$ cat src/rtl/flash_cmd_pkg.sv
package flash_cmd_pkg;

  typedef enum logic [2:0] {
    M_ARRAY   = 3'd0,
    M_IDENT   = 3'd1,
    M_ERS_ARM = 3'd2,
    M_ERS_VFY = 3'd3,
    M_PRG_ARM = 3'd4,
    M_PRG_VFY = 3'd5
  } mode_e;

  localparam logic [7:0] CMD_READ_Z = 8'h00;
  localparam logic [7:0] CMD_READ_F = 8'hFF;
  localparam logic [7:0] CMD_IDENT  = 8'h90;
  localparam logic [7:0] CMD_ERASE  = 8'h20;
  localparam logic [7:0] CMD_EVFY   = 8'hA0;
  localparam logic [7:0] CMD_PROG   = 8'h40;
  localparam logic [7:0] CMD_PVFY   = 8'hC0;

  localparam logic [7:0] ID_MAKER   = 8'h01;
  localparam logic [7:0] ID_DEVICE  = 8'hA7;

  // Identifier byte for the low byte of the read address.
  function automatic logic [7:0] id_byte(input logic [7:0] a_lo);
    case (a_lo)
      8'h00:   return ID_MAKER;
      8'h01:   return ID_DEVICE;
      default: return 8'h00;
    endcase
  endfunction

  // Mode selected by a first-cycle command; unknown bytes keep the mode.
  function automatic mode_e first_cycle_mode(input mode_e cur, input logic [7:0] c);
    case (c)
      CMD_READ_Z, CMD_READ_F: return M_ARRAY;
      CMD_IDENT:              return M_IDENT;
      CMD_ERASE:              return M_ERS_ARM;
      CMD_EVFY:               return M_ERS_VFY;
      CMD_PROG:               return M_PRG_ARM;
      CMD_PVFY:               return M_PRG_VFY;
      default:                return cur;
    endcase
  endfunction

  function automatic logic is_setup(input mode_e m);
    return (m == M_ERS_ARM) || (m == M_PRG_ARM);
  endfunction

endpackage

$ cat src/rtl/flash_bus_sync.sv
module flash_bus_sync #(
  parameter int ADDR_W = 17,
  parameter int DATA_W = 8,
  parameter int STAGES = 2
) (
  input  logic              clk,
  input  logic              rst_n,
  input  logic              ce_n,
  input  logic              we_n,
  input  logic              oe_n,
  input  logic [ADDR_W-1:0] addr,
  input  logic [DATA_W-1:0] din,
  output logic              wr_stb,
  output logic [ADDR_W-1:0] wr_addr,
  output logic [DATA_W-1:0] wr_data
);
  localparam int LAST = STAGES - 1;

  logic [2:0]        ctl_pipe  [STAGES];
  logic [ADDR_W-1:0] addr_pipe [STAGES];
  logic [DATA_W-1:0] din_pipe  [STAGES];

  generate
    for (genvar g = 0; g < STAGES; g++) begin : g_stage
      if (g == 0) begin : g_first
        always_ff @(posedge clk or negedge rst_n) begin
          if (!rst_n) begin
            ctl_pipe[0]  <= 3'b111;
            addr_pipe[0] <= '0;
            din_pipe[0]  <= '0;
          end else begin
            ctl_pipe[0]  <= {ce_n, oe_n, we_n};
            addr_pipe[0] <= addr;
            din_pipe[0]  <= din;
          end
        end
      end else begin : g_next
        always_ff @(posedge clk or negedge rst_n) begin
          if (!rst_n) begin
            ctl_pipe[g]  <= 3'b111;
            addr_pipe[g] <= '0;
            din_pipe[g]  <= '0;
          end else begin
            ctl_pipe[g]  <= ctl_pipe[g-1];
            addr_pipe[g] <= addr_pipe[g-1];
            din_pipe[g]  <= din_pipe[g-1];
          end
        end
      end
    end
  endgenerate

  logic ce_s, oe_s, we_s, we_d;
  assign {ce_s, oe_s, we_s} = ctl_pipe[LAST];

  // Named internal events
  logic bus_sel, we_fall, we_rise;
  logic armed_q;
  logic [ADDR_W-1:0] addr_lat_q;

  assign bus_sel = !ce_s && oe_s;
  assign we_fall = we_d && !we_s && bus_sel;
  assign we_rise = !we_d && we_s && bus_sel && armed_q;

  always_ff @(posedge clk or negedge rst_n) begin
    if (!rst_n) begin
      we_d       <= 1'b1;
      armed_q    <= 1'b0;
      addr_lat_q <= '0;
      wr_stb     <= 1'b0;
      wr_addr    <= '0;
      wr_data    <= '0;
    end else begin
      we_d   <= we_s;
      wr_stb <= 1'b0;
      if (we_fall) begin
        addr_lat_q <= addr_pipe[LAST];
        armed_q    <= 1'b1;
      end else if (we_rise) begin
        wr_stb  <= 1'b1;
        wr_addr <= addr_lat_q;
        wr_data <= din_pipe[LAST];
        armed_q <= 1'b0;
      end
    end
  end

  assert_one_write_per_pulse_R10: assert property (
    @(posedge clk) disable iff (!rst_n) wr_stb |=> !wr_stb);

endmodule

$ cat src/rtl/flash_cmd_fsm.sv
module flash_cmd_fsm
  import flash_cmd_pkg::*;
#(
  parameter int ADDR_W = 17,
  parameter int DATA_W = 8
) (
  input  logic              clk,
  input  logic              rst_n,
  input  logic              wr_stb,
  input  logic [ADDR_W-1:0] wr_addr,
  input  logic [DATA_W-1:0] wr_data,
  output mode_e             mode_q,
  output logic              prog_pulse,
  output logic              erase_pulse,
  output logic [ADDR_W-1:0] prog_addr_q,
  output logic [DATA_W-1:0] prog_data_q,
  output logic [ADDR_W-1:0] vfy_addr_q
);
  mode_e             mode_d;
  logic              prog_d, erase_d;
  logic [ADDR_W-1:0] pa_d, va_d;
  logic [DATA_W-1:0] pd_d;

  always_comb begin
    mode_d  = mode_q;
    prog_d  = 1'b0;
    erase_d = 1'b0;
    pa_d    = prog_addr_q;
    pd_d    = prog_data_q;
    va_d    = vfy_addr_q;
    if (wr_stb) begin
      case (mode_q)
        M_ERS_ARM: begin
          erase_d = (wr_data[7:0] == CMD_ERASE);
          mode_d  = M_ARRAY;
        end
        M_PRG_ARM: begin
          prog_d = 1'b1;
          pa_d   = wr_addr;
          pd_d   = wr_data;
          mode_d = M_ARRAY;
        end
        default: begin
          mode_d = first_cycle_mode(mode_q, wr_data[7:0]);
          if (wr_data[7:0] == CMD_EVFY) va_d = wr_addr;
        end
      endcase
    end
  end

  always_ff @(posedge clk or negedge rst_n) begin
    if (!rst_n) begin
      mode_q      <= M_ARRAY;
      prog_pulse  <= 1'b0;
      erase_pulse <= 1'b0;
      prog_addr_q <= '0;
      prog_data_q <= '0;
      vfy_addr_q  <= '0;
    end else begin
      mode_q      <= mode_d;
      prog_pulse  <= prog_d;
      erase_pulse <= erase_d;
      prog_addr_q <= pa_d;
      prog_data_q <= pd_d;
      vfy_addr_q  <= va_d;
    end
  end

  assert_erase_single_R13: assert property (
    @(posedge clk) disable iff (!rst_n) erase_pulse |=> !erase_pulse);

  assert_prog_single_R13: assert property (
    @(posedge clk) disable iff (!rst_n) prog_pulse |=> !prog_pulse);

  assert_erase_after_arm_R3: assert property (
    @(posedge clk) disable iff (!rst_n) erase_pulse |-> ($past(mode_q) == M_ERS_ARM));

  assert_prog_after_arm_R5: assert property (
    @(posedge clk) disable iff (!rst_n) prog_pulse |-> ($past(mode_q) == M_PRG_ARM));

  assert_ident_entry_R2: assert property (
    @(posedge clk) disable iff (!rst_n)
      (wr_stb && !is_setup(mode_q) && wr_data[7:0] == CMD_IDENT) |=> (mode_q == M_IDENT));

endmodule

$ cat src/rtl/flash_read_path.sv
module flash_read_path
  import flash_cmd_pkg::*;
#(
  parameter int ADDR_W = 17,
  parameter int DATA_W = 8
) (
  input  mode_e             mode,
  input  logic              ce_n,
  input  logic              we_n,
  input  logic              oe_n,
  input  logic [ADDR_W-1:0] addr,
  input  logic [ADDR_W-1:0] vfy_addr,
  input  logic [ADDR_W-1:0] prog_addr,
  input  logic [DATA_W-1:0] arr_rdata,
  output logic [ADDR_W-1:0] arr_raddr,
  output logic [DATA_W-1:0] dq_out,
  output logic              dq_oe
);
  logic [DATA_W-1:0] rd_val;

  always_comb begin
    case (mode)
      M_ERS_VFY: arr_raddr = vfy_addr;
      M_PRG_VFY: arr_raddr = prog_addr;
      default:   arr_raddr = addr;
    endcase
  end

  always_comb begin
    rd_val = arr_rdata;
    if (mode == M_IDENT) rd_val = DATA_W'(id_byte(addr[7:0]));
  end

  assign dq_oe  = !ce_n && !oe_n && we_n;
  assign dq_out = dq_oe ? rd_val : '0;

endmodule

$ cat src/rtl/flash_cmd_ctrl.sv
module flash_cmd_ctrl
  import flash_cmd_pkg::*;
#(
  parameter int ADDR_W = 17,
  parameter int DATA_W = 8,
  parameter int STAGES = 2
) (
  input  logic              clk,
  input  logic              rst_n,
  input  logic              ce_n,
  input  logic              we_n,
  input  logic              oe_n,
  input  logic [ADDR_W-1:0] addr,
  input  logic [DATA_W-1:0] dq_in,
  output logic [DATA_W-1:0] dq_out,
  output logic              dq_oe,
  output logic [ADDR_W-1:0] arr_raddr,
  input  logic [DATA_W-1:0] arr_rdata,
  output logic              prog_pulse,
  output logic [ADDR_W-1:0] prog_addr,
  output logic [DATA_W-1:0] prog_data,
  output logic              erase_pulse
);
  logic              wr_stb;
  logic [ADDR_W-1:0] wr_addr;
  logic [DATA_W-1:0] wr_data;
  mode_e             mode;
  logic [ADDR_W-1:0] vfy_addr;

  flash_bus_sync #(.ADDR_W(ADDR_W), .DATA_W(DATA_W), .STAGES(STAGES)) u_sync (
    .clk(clk), .rst_n(rst_n), .ce_n(ce_n), .we_n(we_n), .oe_n(oe_n),
    .addr(addr), .din(dq_in),
    .wr_stb(wr_stb), .wr_addr(wr_addr), .wr_data(wr_data));

  flash_cmd_fsm #(.ADDR_W(ADDR_W), .DATA_W(DATA_W)) u_fsm (
    .clk(clk), .rst_n(rst_n), .wr_stb(wr_stb), .wr_addr(wr_addr), .wr_data(wr_data),
    .mode_q(mode), .prog_pulse(prog_pulse), .erase_pulse(erase_pulse),
    .prog_addr_q(prog_addr), .prog_data_q(prog_data), .vfy_addr_q(vfy_addr));

  flash_read_path #(.ADDR_W(ADDR_W), .DATA_W(DATA_W)) u_rd (
    .mode(mode), .ce_n(ce_n), .we_n(we_n), .oe_n(oe_n), .addr(addr),
    .vfy_addr(vfy_addr), .prog_addr(prog_addr), .arr_rdata(arr_rdata),
    .arr_raddr(arr_raddr), .dq_out(dq_out), .dq_oe(dq_oe));

endmodule

$ cat config.mk
export PLATFORM = sky130hd
export DESIGN_NAME = flash_cmd_ctrl
export DESIGN_NICKNAME = d
export VERILOG_FILES = /design/src/rtl/flash_cmd_pkg.sv /design/src/rtl/flash_bus_sync.sv /design/src/rtl/flash_cmd_fsm.sv /design/src/rtl/flash_read_path.sv /design/src/rtl/flash_cmd_ctrl.sv
export SDC_FILE = /design/constraint.sdc
export NUM_CORES = 1
export LEC_CHECK = 0
export BUFFER_PORTS_ARGS = -buffer_cell sky130_fd_sc_hd__buf_4
export CORE_MARGIN = 4
export CORE_UTILIZATION = 30
export DETAILED_ROUTE_END_ITERATION = 10
export PLACE_DENSITY = 0.58
export SKIP_LAST_GASP = 1
export SLEW_MARGIN = 30
export SYNTH_ARGS = -nofsm -noshare
export SYNTH_HDL_FRONTEND = slang
export SYNTH_SLANG_ARGS = --single-unit
$ cat constraint.sdc
create_clock -name clk -period 2.94 [get_ports clk]
set_input_delay 0.294 -clock clk [delete_from_list [all_inputs] [get_ports clk]]
set_output_delay 0.294 -clock clk [all_outputs]
set_load 0.02 [all_outputs]
==> results.yml <==
yosys:
  yosys_warnings: 0
  synth_area_sq_mm: 0.00540
  syn_nets: 389
  yosysUniqueCellTypes: 36
  synth_edf_count: 0
  seq_area_frac_synth: 0.687
  async_flop_share: 1.00
  syn_inst: 351
  synth.avg_cell_area_sq_um: 15.4
  synth.ff_latch_count: 148
  synth_ff_type: "dfrtp_1"
worst_setup_path:
  rrSetupSlack_ns: 0.82
  worst_path_dominant_cell_family: "buffers and inverters"
  critical-path-slowest-cell: "dlygate4sd3_1"
  r2r-end: "u_fsm.vfy_addr_q[10]"
  crit_path_end_kind: "primary output"
  r2r_cells: 4
  critical_path_class: "in2out"
  critPathArrivalTime_ns: 2.22
  path_buf_inv: 4
  worstSetupStartpointType: "primary input"
  critPathRequiredTime_ns: 2.65
  path_max_fanout: 4
  cp_cell_sequence: "dlygate4sd3_1 -> buf_4 -> nor4_1 -> buf_4 -> nand3_1 -> a21oi_1 -> o21a_1 -> buf_4"
  max_stage_delay_ns: 0.54
  crit_top_cell: "buf_4"
  r2r-start: "u_sync.wr_data[1]"
sta:
  worst_slew_margin_rel: 0.451
  hold_viol: 15
  tns_ns: 0
  max_freq_mhz: 399
  fin_skew_ns: 0.00635
  finalCritPeriodShare: 0.853
  setup_viol: 0
  fin_ws_ns: 0.431
  fin_crit_ns: 2.51
  slew_violations: 0
  worst_slew_pin_slew_ns: 0.824
  rsz0062_at_grt: "false"
  hold_slack_ns: -0.0258
placed_design:
  place_ws_ns: 0.818
  finalWeightedCongestion: 0.793
  dp_hpwl_mm: 7.59
  portBuffers: 90
  place_inst: 664
grt:
  grt_usage: 0.123
  grt_max_degree: 106
  grt_pass1_vias: 3600
  grt_overflow: 0
  grt_pass1_wl_mm: 19.2
  antenna_found_initial: 0
detailed_routing:
  first_iter_violations: 182
  drt-pass1-iter-count: 4
  num_vias: 3263
  viasPerCell: 4.51
  remaining_drc_errors: 0
  wl_per_cell_um: 16.1
  wirelength_mm: 11.6
  drtAntennaViolNets: 0
clocking:
  cts-root-buf: "clkbuf_16"
  post-cts-setup-buffer-count: 0
  clkLatencyLatePin_ns: 0.42
  cts-htree-levels: 4
  clock-sinks: 148
  clkSlewWorstSetupHoldPaths_ns: 0.06
  cts_tree: "yes"
  cts_inserted_buffers: 17
  hold_buffers: 25
  postCtsResizedCells: 0
  clk_path_buf_depth: 2
die:
  num_io_pins: 91
  dieHeight_um: 142
  die_x_um: 142
  start_util: 0.309
  dieArea_sq_mm: 0.0202
  core_sq_mm: 0.0175
  fp-row-count: 48
flow_run:
  cap_violations: 0
finish:
  instances_no_fill: 723
  area_growth_pct: 36.0
  utilization: 0.420
  fin_nets: 523
  diodes: 0
  drive_above_1_share: 0.464
min_path:
  hold_class: "in2async"
run_status:
  violations: "negative hold slack"
  status: "finished with violations"
power_and_ir_drop:
  power_w: 0.00503
  peakVddDrop_uv: 432
  leakagePower_nw: 3.56
  powerDensity_mw_per_mm2: 685
-- sequential cells by signal (all words and copies together), names as in the netlist, 3 cells and up --
name and count:
u_fsm.prog_addr_q 17, u_fsm.mode_q 3, u_sync.wr_data 8, u_sync.wr_addr 17, u_fsm.prog_data_q 8, u_sync.addr_pipe 34, u_sync.ctl_pipe 5, u_fsm.vfy_addr_q 17
u_sync.addr_lat_q 17, u_sync.din_pipe 16
-- stage by stage --
stage / instance area (sq um) / hold WS [ns]
global route: 7340 / 0.00566
finish: 7340 / -0.0258
detailed placement: 6410 / 0.336
global placement: 6410 / 0.333
CTS: 7320 / 0.00123
floorplan: 5400 / -0.00159
-- layout by cell type, fill, tap and decap left out, types with 5 or more instances in the layout --
| cell | netlist | final |
|---|---|---|
| a22oi_1 | 17 | 17 |
| mux2_4 | 10 | 10 |
| mux2_2 | 74 | 74 |
| dlygate4sd3_1 | 0 | 27 |
| buf_4 | 0 | 101 |
| dfrtp_1 | 141 | 141 |
| clkbuf_16 | 0 | 17 |
| dfstp_2 | 7 | 7 |
| nand2_1 | 35 | 35 |
| bufinv_16 | 0 | 5 |
| nor2_1 | 8 | 7 |
-- report_power, final --
part           internal [W]  switching (W)
clock               0.00154       0.000859
combinational      0.000192       0.000145
sequential          0.00219       0.000101
total               0.00392        0.00111
-- cell type report --
| class | count | area, sq um |
|---|---|---|
| inverter | 1 | 3.75 |
| tap | 225 | 282 |
| clock inverter | 14 | 223 |
| sequential | 148 | 3710 |
| timing repair buffer | 129 | 1040 |
| clock buffer | 18 | 439 |
| fill | 1587 | 10100 |
| multi-input combinational | 188 | 1640 |
-- routing by layer --
| metal | vias up | share of wire | track usage |
|---|---|---|---|
| li1 | 1505 | - | - |
| met1 | 1663 | 0.47 | 0.162 |
| met2 | 82 | 0.47 | 0.191 |
| met3 | 13 | 0.052 | 0.0440 |
| met4 | 0 | 0.011 | 0.0354 |
| met5 | - | 0 | 0 |
-- synthesized netlist by cell type (2+ instances only) --
| cell type | count | area [sq um] |
|---|---|---|
| clkbuf_1 | 8 | 30.0 |
| a21oi_1 | 3 | 15.0 |
| nand3_1 | 2 | 10.0 |
| mux2_2 | 74 | 833 |
| dfstp_2 | 7 | 184 |
| nand2b_1 | 2 | 12.5 |
| a22oi_1 | 17 | 128 |
| mux2_4 | 10 | 150 |
| buf_2 | 5 | 25.0 |
| and2_1 | 4 | 25.0 |
| dfrtp_1 | 141 | 3530 |
| nand4_1 | 2 | 12.5 |
| and3b_1 | 2 | 17.5 |
| a32o_1 | 2 | 20.0 |
| nor2_1 | 8 | 30.0 |
| nor4_1 | 2 | 12.5 |
| o21ai_0 | 2 | 10.0 |
| nand3b_1 | 2 | 15.0 |
| o21a_1 | 4 | 30.0 |
| xor2_1 | 2 | 17.5 |
| nor3b_1 | 3 | 22.5 |
| nand2_1 | 35 | 131 |
-- cell families (layout without fill, tap and decap cells) --
logic type | count (synthesis) | count (layout) | share of synthesized area
multiplexers | 84 | 84 | 0.182
AO/OA/AOI/OAI | 32 | 32 | 0.0445
XOR/XNOR | 2 | 2 | 0.00324
buffers and inverters | 15 | 162 | 0.0130
flip-flops | 148 | 148 | 0.687
AND/OR/NAND/NOR | 70 | 70 | 0.0700
-- worst max path at each step --
stage	cells after the start	to	from	slack [ns]
after floorplan	6	arr_raddr[0]	u_fsm.mode_q[2]	1.03
after global placement	6	arr_raddr[3]	u_fsm.mode_q[1]	0.85
after detailed placement	4	u_fsm.vfy_addr_q[10]	u_sync.wr_data[1]	0.82
after CTS	6	arr_raddr[4]	u_fsm.mode_q[1]	0.36
after global routing	6	arr_raddr[10]	u_fsm.mode_q[1]	0.25
final	8	dq_out[2]	addr[4]	0.43
Power figures use the tool's default switching activity.
